File: src/rtl/csel_pkg.sv
package csel_pkg;

   localparam int unsigned REG_IDX_W = 5;
   localparam logic [REG_IDX_W-1:0] ZERO_REG = 5'd31;

   // fixed family signature occupying instruction bits 29:21
   localparam logic [8:0] FAMILY_SIG = 9'b011010100;

   typedef struct packed {
      logic n;
      logic z;
      logic c;
      logic v;
   } nzcv_t;

   // index is {inst[30], inst[10]}
   typedef enum logic [1:0] {
      ALT_PASS = 2'b00,
      ALT_INC  = 2'b01,
      ALT_INV  = 2'b10,
      ALT_NEG  = 2'b11
   } alt_kind_e;

   typedef struct packed {
      logic                 wide;
      alt_kind_e            alt;
      logic [3:0]           cond;
      logic [REG_IDX_W-1:0] rd;
      logic [REG_IDX_W-1:0] rn;
      logic [REG_IDX_W-1:0] rm;
      logic                 family_ok;
   } csel_dec_t;

endpackage

File: src/rtl/csel_decode.sv
module csel_decode
   import csel_pkg::*;
(
   input  logic [31:0] inst_word,
   output csel_dec_t   dec
);

   always_comb begin
      dec.wide      = inst_word[31];
      dec.alt       = alt_kind_e'({inst_word[30], inst_word[10]});
      dec.cond      = inst_word[15:12];
      dec.rd        = inst_word[4:0];
      dec.rn        = inst_word[9:5];
      dec.rm        = inst_word[20:16];
      dec.family_ok = (inst_word[29:21] == FAMILY_SIG) && !inst_word[11];
   end

endmodule

File: src/rtl/csel_cond_eval.sv
module csel_cond_eval
   import csel_pkg::*;
(
   input  logic [3:0] cond,
   input  nzcv_t      flags,
   output logic       holds
);

   logic base;
   logic invert;

   always_comb begin
      unique case (cond[3:1])
         3'b000:  base = flags.z;
         3'b001:  base = flags.c;
         3'b010:  base = flags.n;
         3'b011:  base = flags.v;
         3'b100:  base = flags.c & ~flags.z;
         3'b101:  base = (flags.n == flags.v);
         3'b110:  base = (flags.n == flags.v) & ~flags.z;
         default: base = 1'b1;
      endcase
      // the always group ignores the inversion bit
      invert = cond[0] && (cond[3:1] != 3'b111);
      holds  = invert ? ~base : base;
   end

endmodule

File: src/rtl/csel_src_gate.sv
module csel_src_gate
   import csel_pkg::*;
#(
   parameter int unsigned DATA_W = 64
) (
   input  logic [REG_IDX_W-1:0] idx,
   input  logic                 wide,
   input  logic [DATA_W-1:0]    raw,
   output logic [DATA_W-1:0]    val
);

   localparam int unsigned HALF_W = DATA_W / 2;
   localparam logic [DATA_W-1:0] LOW_MASK = {{HALF_W{1'b0}}, {HALF_W{1'b1}}};

   logic [DATA_W-1:0] zeroed;

   always_comb begin
      zeroed = (idx == ZERO_REG) ? '0 : raw;
      val    = wide ? zeroed : (zeroed & LOW_MASK);
   end

endmodule

File: src/rtl/csel_alt_xform.sv
module csel_alt_xform
   import csel_pkg::*;
#(
   parameter int unsigned DATA_W = 64
) (
   input  alt_kind_e          alt,
   input  logic [DATA_W-1:0]  src,
   output logic [DATA_W-1:0]  alt_val
);

   localparam logic [DATA_W-1:0] ONE = {{(DATA_W-1){1'b0}}, 1'b1};

   always_comb begin
      unique case (alt)
         ALT_PASS: alt_val = src;
         ALT_INC:  alt_val = src + ONE;
         ALT_INV:  alt_val = ~src;
         ALT_NEG:  alt_val = ~src + ONE;
         default:  alt_val = src;
      endcase
   end

endmodule

File: src/rtl/csel_out_stage.sv
module csel_out_stage
   import csel_pkg::*;
#(
   parameter int unsigned DATA_W    = 64,
   parameter int unsigned OUT_STAGE = 1
) (
   input  logic                 clk,
   input  logic                 rst_n,
   input  logic                 v_in,
   input  logic [REG_IDX_W-1:0] rd_in,
   input  logic [DATA_W-1:0]    res_in,
   input  logic                 we_in,
   output logic                 v_out,
   output logic [REG_IDX_W-1:0] rd_out,
   output logic [DATA_W-1:0]    res_out,
   output logic                 we_out
);

   generate
      if (OUT_STAGE == 1) begin : g_reg
         always_ff @(posedge clk or negedge rst_n) begin
            if (!rst_n) begin
               v_out   <= 1'b0;
               rd_out  <= '0;
               res_out <= '0;
               we_out  <= 1'b0;
            end else begin
               v_out   <= v_in;
               rd_out  <= rd_in;
               res_out <= res_in;
               we_out  <= we_in;
            end
         end
      end else begin : g_comb
         assign v_out   = v_in;
         assign rd_out  = rd_in;
         assign res_out = res_in;
         assign we_out  = we_in;
      end
   endgenerate

endmodule

File: src/rtl/csel_unit.sv
module csel_unit
   import csel_pkg::*;
#(
   parameter int unsigned DATA_W    = 64,
   parameter int unsigned OUT_STAGE = 1
) (
   input  logic              clk,
   input  logic              rst_n,
   input  logic              in_valid,
   input  logic [31:0]       inst_word,
   input  logic [3:0]        flags_nzcv,
   input  logic [DATA_W-1:0] rn_val,
   input  logic [DATA_W-1:0] rm_val,
   output logic              out_valid,
   output logic [4:0]        rd_idx,
   output logic [DATA_W-1:0] result,
   output logic              wr_en
);

   localparam int unsigned HALF_W   = DATA_W / 2;
   localparam int unsigned NUM_SRC  = 2;
   localparam logic [DATA_W-1:0] LOW_MASK = {{HALF_W{1'b0}}, {HALF_W{1'b1}}};

   generate
      if (DATA_W < 8 || (DATA_W % 2) != 0) begin : g_bad_width
         $error("csel_unit: DATA_W must be even and at least 8");
      end
      if (OUT_STAGE > 1) begin : g_bad_stage
         $error("csel_unit: OUT_STAGE must be 0 or 1");
      end
   endgenerate

   csel_dec_t dec;
   logic      cond_holds;

   csel_decode u_decode (
      .inst_word (inst_word),
      .dec       (dec)
   );

   csel_cond_eval u_cond (
      .cond  (dec.cond),
      .flags (nzcv_t'(flags_nzcv)),
      .holds (cond_holds)
   );

   logic [REG_IDX_W-1:0] src_idx [NUM_SRC];
   logic [DATA_W-1:0]    src_raw [NUM_SRC];
   logic [DATA_W-1:0]    src_val [NUM_SRC];

   assign src_idx[0] = dec.rn;
   assign src_idx[1] = dec.rm;
   assign src_raw[0] = rn_val;
   assign src_raw[1] = rm_val;

   generate
      for (genvar s = 0; s < NUM_SRC; s++) begin : g_src
         csel_src_gate #(.DATA_W(DATA_W)) u_gate (
            .idx  (src_idx[s]),
            .wide (dec.wide),
            .raw  (src_raw[s]),
            .val  (src_val[s])
         );
      end
   endgenerate

   logic [DATA_W-1:0] alt_val;

   csel_alt_xform #(.DATA_W(DATA_W)) u_alt (
      .alt     (dec.alt),
      .src     (src_val[1]),
      .alt_val (alt_val)
   );

   logic [DATA_W-1:0] picked;
   logic [DATA_W-1:0] res_next;
   logic              we_next;

   always_comb begin
      picked   = cond_holds ? src_val[0] : alt_val;
      res_next = dec.wide ? picked : (picked & LOW_MASK);
      we_next  = in_valid && dec.family_ok && (dec.rd != ZERO_REG);
   end

   csel_out_stage #(.DATA_W(DATA_W), .OUT_STAGE(OUT_STAGE)) u_out (
      .clk     (clk),
      .rst_n   (rst_n),
      .v_in    (in_valid),
      .rd_in   (dec.rd),
      .res_in  (res_next),
      .we_in   (we_next),
      .v_out   (out_valid),
      .rd_out  (rd_idx),
      .res_out (result),
      .we_out  (wr_en)
   );

endmodule

File: config.mk
export PLATFORM = sky130hd
export DESIGN_NAME = csel_unit
export DESIGN_NICKNAME = d
export VERILOG_FILES = /design/src/rtl/csel_pkg.sv /design/src/rtl/csel_decode.sv /design/src/rtl/csel_cond_eval.sv /design/src/rtl/csel_src_gate.sv /design/src/rtl/csel_alt_xform.sv /design/src/rtl/csel_out_stage.sv /design/src/rtl/csel_unit.sv
export SDC_FILE = /design/constraint.sdc
export NUM_CORES = 1
export LEC_CHECK = 0
export BUFFER_PORTS_ARGS = -buffer_cell sky130_fd_sc_hd__clkbuf_2
export CAP_MARGIN = 5
export CORE_ASPECT_RATIO = 0.9
export CORE_UTILIZATION = 51
export DETAILED_ROUTE_END_ITERATION = 10
export GPL_TIMING_DRIVEN = 0
export PLACE_DENSITY = 0.82
export SLEW_MARGIN = 20
export SYNTH_ARGS = -nofsm -noshare
export SYNTH_HDL_FRONTEND = slang
export SYNTH_SLANG_ARGS = --single-unit
export TNS_END_PERCENT = 20
File: constraint.sdc
create_clock -name clk -period 0.8 [get_ports clk]
set_clock_uncertainty 0.15 [all_clocks]
set_input_delay 0.08 -clock clk [delete_from_list [all_inputs] [get_ports clk]]
set_output_delay 0.08 -clock clk [all_outputs]
set_load 0.01 [all_outputs]
==> run summary, run 1 <==
Largest net degree at the start of global routing: 46
Hold Vio Cnt, Final: 74
Nets: 1,383
Vias/cell: 6.54
Post-Place Worst Slack: -2.43 ns
First-pass GRT wire length: 42,200 um
Synth top area cells: dfrtp_1, xnor2_1, nand2_1, o21ai_0, nand3_1
Worst slew margin: 0.422
Synth Instances: 857
Std-Cell Rows: 38
Status: finished with violations
Crit path kind: in2reg
Failing checks: hold timing, setup timing
Layout cell share with drive strength beyond 1: 0.377
Vias in the first global route: 8,178
Die extent in y: 109 um
Synth Area in Adders: 0.00192
CTS tree: done
Tcrit/Tclk final: 3.29
Pwr dens: 1380 mW/mm2
Unique cell type count in the Yosys netlist: 79
HPWL after detailed placement: 18,400 um
Net count after synthesis: 1,025
Hold-fix buffer count after cts: 69
XOR/XNOR Fraction of Synth Area: 0.168
Synth warn: 0
Final setup vio count: 136
Async S/R FF share, synth: 1.00
Worst path required time: 0.84 ns
Slew Limit Fails: 0
Post-DRT Antenna Nets: 0
Synth Flop Type: dfrtp_1
Multiplexer share of the synthesized area: 0.00958
Share of the synthesized area in the top cell type: 0.272
CP Capture Type: flop
Layout area overhead: 57.6%
Register area share after synthesis: 0.272
Unrepaired setup endpoints after global routing: true
DR pass1 iterations: 11
WP data arrival: 2.67 ns
Core Area: 0.0123 mm2
Top-count cell post-synth: nand2_1
Clk root buf: clkbuf_16
Routed WL: 30,500 um
VDD IR-drop max: 1090 uV
Critical-path maximum fanout: 7
Largest family of logic cells by synthesized area: simple AND/OR/NAND/NOR gates
Clock buffer depth: 2
Final Non-Filler Cells: 1,380
Tightest Pin Transition: 0.862 ns
Clk sinks: 71
Dpl cells: 1,242
DR WL/cell: 22.1 um
Mapped cell area: 0.00653 mm2
Die span in x: 121 um
Final hold slack: -0.473 ns
Top cells by count, synth: nand2_1, xnor2_1, o21ai_0
Area leader, netlist: dfrtp_1
Number of enable flip-flop cells after synthesis: 0
Post-layout min period: 2.63 ns
Post-synthesis simple-gate area fraction: 0.275
Detailed-route via count: 9,020
Setup ws final: -1.83 ns
Compound-Gate Fraction of Synth Area: 0.221
Initial Util: 0.532
Ports: 238
Seq cells post-synth: 71
GPL Wtd Cong: 1.02
Die area: 0.0133 mm2
Overall Global Routing Usage: 0.423
Fmax: 380 MHz
TritonCTS Buffers: 9
Hold Crit Class: in2async
Max Cap Viol: 0
H-Tree Depth: 3
Mapped Avg Cell Area: 7.62 um2
Iter 0 DRT Violations: 1,415
Clock transition at path regs: 0.06 ns
CP startpoint kind: input port
Post-Route Utilization: 0.839
Port bufs: 224
GRT overflow: 0
Drt drc: 0
Pleak: 4.65 nW
Initial antenna violation count: 0
[cells by family after synthesis]
logic type      after synthesis
compound gates              217
xor+xnor                    125
fa+ha+maj                     1
buf+inv                      79
flops                        71
mux                           5
simple gates                359
[routing by layer]
layer	vias to the layer above	track usage	wire length, um	part of all wire
met5	-	0	0	0
met2	873	0.666	13400	0.44
li1	3814	-	-	-
met3	250	0.135	4350	0.14
met1	4083	0.525	10700	0.35
met4	0	0.205	2040	0.067
[what timing repair did]
item | in CTS | in global routing
endpoints found under the setup margin | 136 | 136
pin swaps | 28 | 25
gates cloned | 3 | 0
setup buffers | 47 | 10
endpoints found under the hold margin | 142 | 74
resized for setup | 136 | 84
[placed cells by master, fill, tap and decap left out, drive strengths merged, types with 4 or more instances in the layout]
cell         Yosys  routed
a31oi            5       5
or3             10      10
nor2            46      46
nand3           64      64
or4              5       5
nand4           17      17
dlygate4sd3      0      69
nand2          143     143
nor4            15      15
nor4b            4       4
nor3            22      22
o22ai           12      12
o21ai           95      95
xnor2          108     108
clkbuf          47     265
inv              9       9
a22oi            7       7
o2bb2ai          4       4
o211ai           4       4
nand4b           5       5
o32ai            5       5
a21oi           27      27
dfrtp           71      71
o41ai            5       5
mux2i            4       4
xor2            17      17
and3            10      10
a32oi           10      10
buf             23      90
a211oi          11      11
o2111ai          4       4
[state kept, by name (all words and copies together), names as in the netlist]
register,count
u_out.v_out,1
u_out.res_out,64
u_out.we_out,1
u_out.rd_out,5
[per-stage QoR]
step	area [um2]	TNS (ns)	power [mW]
2_1_floorplan	6670	-92.96	6.58
3_3_place_gp	7990	-238.46	8.18
3_5_place_dp	8020	-138.60	8.26
4_1_cts	9940	-103.70	13.6
5_1_grt	10300	-113.35	14.6
6_report	10300	-108.27	14.2
[path summary, 6_finish.rpt]
kind,startpoint,to,slack [ns],depth (start not counted)
setup / recovery,inst_word[30],u_out.res_out[53]$_DFF_PN0_,-1.83,12
hold / removal,rst_n,u_out.res_out[23]$_DFF_PN0_,-0.47,1
max in group asynchronous,rst_n,u_out.res_out[58]$_DFF_PN0_,0.38,2
min in group clk,inst_word[11],u_out.we_out$_DFF_PN0_,-0.25,2
[power breakdown]
group          internal [mW]  switching, mW  leakage (nW)  total (mW)
sequential              4.06          0.146         0.883        4.21
clock                   3.02           1.66         0.158        4.68
combinational           2.25           3.02          3.61        5.27
total                   9.33           4.83          4.65        14.2
[critical path: stages]
cell	delay [ns]
buf_4	0.14
and2_1	0.16
buf_6	0.14
buf_8	0.12
buf_6	0.13
a211oi_2	0.34
o2bb2ai_1	0.22
nand3_2	0.16
nand4b_4	0.31
a21oi_2	0.22
xnor2_1	0.10
o21ai_0	0.52
[cell type report]
type,count,area [um2]
timing repair buffer,350,2360
clock inverter,6,110
buffer,66,514
antenna,1,2.50
tap,160,200
inverter,9,33.8
multi-input combinational,708,5070
clock buffer,9,225
fill,768,1970
sequential,71,1780
Power figures use the tool's default switching activity.
==> run 2, diff against run 1 <==
- CAP_MARGIN: 5 -> 15
- RECOVER_POWER: not set -> 100
==> run 2 against run 1 <==
Net effect:
- the flow still finishes with violations (hold timing, setup timing)
- combinational power is essentially flat
- first-iteration DRC count down 0.14%
- design area about the same
- flip-flop and latch count is the same
- critical path type unchanged
==> run summary, run 2 (synthesis results as in run 1) <==
Clock transition at path regs: 0.06 ns (about the same)
Clk sinks: 71 (unchanged)
GPL Wtd Cong: 1.02 (unchanged)
DR WL/cell: 22.1 um (about the same)
Worst path required time: 0.89 ns (+0.05 ns)
Slew Limit Fails: 0 (unchanged)
Critical-path maximum fanout: 10 (+3)
Die area: 0.0133 mm2 (unchanged)
Pleak: 4.64 nW (-0.20%)
Core Area: 0.0123 mm2 (unchanged)
Status: finished with violations
Net Sw Power: 4.83 mW (about the same)
Hold Vio Cnt, Final: 29 (-61%)
Clk root buf: clkbuf_16
WL met3: 4390 um (+0.90%)
Final hold slack: -0.371 ns (+0.102 ns)
Vias in the first global route: 8,178 (unchanged)
CP Capture Type: flop
Final setup TNS: -108.22 ns (+0.0460 ns)
GRT overflow: 0 (unchanged)
Std-Cell Rows: 38 (unchanged)
Fmax: 382 MHz (+0.53%)
Post-layout min period: 2.62 ns (-0.0140 ns)
Design Area, Final: 0.0103 mm2 (about the same)
Tightest Pin Transition: 0.900 ns (+0.0379 ns)
Commonest cells after routing, fill and taps aside: clkbuf_2, nand2_1, xnor2_1
Pwr dens: 1380 mW/mm2 (about the same)
Detailed-route via count: 9,089 (+0.76%)
Crit path kind: in2reg
Drt drc: 0 (unchanged)
Final setup vio count: 136 (unchanged)
Iter 0 DRT Violations: 1,413 (-0.14%)
Crit path largest cell delay: 0.47 ns (-0.05 ns)
Initial antenna violation count: 0 (unchanged)
Placed cell area: 0.00802 mm2 (unchanged)
Ports: 238 (unchanged)
Setup crit end: u_out.res_out[50]$_DFF_PN0_
Reg power frac: 0.297 (about the same)
HPWL after detailed placement: 18,400 um (unchanged)
Layout area overhead: 57.5% (about the same)
Top reg by flops: u_out.res_out
Overall Global Routing Usage: 0.423 (unchanged)
DR pass1 iterations: 10 (-1)
Hold-fix buffer count after cts: 69 (unchanged)
Slowest CP cell: nor4b_4
Tcrit/Tclk final: 3.27 (-0.0175)
Max reg flops: 64 (unchanged)
Hold Crit Class: in2async
Routed WL: 30,500 um (-0.11%)
Critical path, cell by cell: clkbuf_4, inv_2, buf_2, o211ai_1, o22ai_2, nand2_1, nor4b_4, nand3_1, xnor2_1, o21ai_1
Metal2 WL: 13,300 um (-0.49%)
Unrepaired setup endpoints after global routing: true
Switching part of the total: 0.341 (about the same)
Worst slew margin: 0.397 (-0.0254)
Failing checks: hold timing, setup timing
Port bufs: 224 (unchanged)
Die extent in y: 109 um (unchanged)
Nets: 1,383 (unchanged)
CTS tree: done
First-pass GRT wire length: 42,200 um (unchanged)
Setup ws final: -1.82 ns (+0.0140 ns)
VDD IR-drop max: 1100 uV (+0.25%)
Max Cap Viol: 0 (unchanged)
Crit path launch: inst_word[17]
Logic pwr share: 0.372 (about the same)
Largest net degree at the start of global routing: 46 (unchanged)
Post-DRT Antenna Nets: 0 (unchanged)
Layout cell share with drive strength beyond 1: 0.374 (-0.00246)
Top flop regs: u_out.res_out x64, u_out.rd_out x5
Commonest non-fill, non-tap cell in the layout: clkbuf_2
DR top layer: met4
Internal cell power: 9.33 mW (about the same)
Vias/cell: 6.59 (+0.84%)
WP data arrival: 2.71 ns (+0.04 ns)
WL met1: 10,700 um (-0.59%)
Clock buffer depth: 2 (unchanged)
CP startpoint kind: input port
H-Tree Depth: 3 (unchanged)
Ant diodes: 0 (-1)
Clock power frac: 0.331 (about the same)
Die span in x: 121 um (unchanged)
TritonCTS Buffers: 9 (unchanged)
Total power: 14.2 mW (about the same)
Initial Util: 0.532 (unchanged)
-- run 2: critical path, delay by kind of cell --
family | cells | cell delay, ns
XOR/XNOR | 1 | 0.20
AO/OA/AOI/OAI | 3 | 0.95
buffers and inverters | 3 | 0.56
AND/OR/NAND/NOR | 3 | 0.89
-- run 2: worst min path at each step --
stage	start	to	depth (start not counted)
global route	rst_n	u_out.res_out[23]$_DFF_PN0_	1
finish	rst_n	u_out.res_out[23]$_DFF_PN0_	1
detailed placement	rst_n	u_out.res_out[22]$_DFF_PN0_	1
floorplan	rst_n	u_out.rd_out[0]$_DFF_PN0_	0
global placement	inst_word[3]	u_out.rd_out[3]$_DFF_PN0_	1
CTS	rst_n	u_out.res_out[22]$_DFF_PN0_	1
-- run 2: final cells by class --
class / count / area, um2
tap: 160 / 200
sequential: 71 / 1780
clock inverter: 6 / 110
multi-input combinational: 708 / 5070
fill: 772 / 1980
clock buffer: 9 / 225
inverter: 9 / 33.8
buffer: 66 / 514
timing repair buffer: 350 / 2360
-- run 2: stage by stage --
step,instances,setup slack [ns],util
2_1_floorplan,857,-1.83,-
3_5_place_dp,1242,-2.43,0.653
4_1_cts,1374,-1.66,0.810
3_3_place_gp,1241,-2.71,0.651
5_1_grt,1379,-1.95,0.839
6_report,1379,-1.82,0.839
-- run 2: power by group through the flow --
stage                     sequential [mW]  clock (mW)  combinational (mW)
after global placement               4.25           0                3.93
final                                4.21        4.69                5.26
after global routing                 4.23        4.84                5.55
after floorplan                      4.51           0                2.07
after CTS                            4.20        4.66                4.78
after detailed placement             4.26           0                4.00
-- run 2: layer usage --
metal / global-route usage / vias to the layer above
met1: 0.525 / 4142
met3: 0.135 / 268
li1: - / 3813
met5: 0 / -
met2: 0.666 / 866
met4: 0.205 / 0
-- run 2: repair_timing --
item / 4_1_cts / 5_1_grt
endpoints found under the setup margin: 136 / 136
pin swaps: 28 / 25
buffers inserted: 47 / 10
cloned: 3 / 0
hold endpoints to repair: 142 / 74
resized for setup: 136 / 84
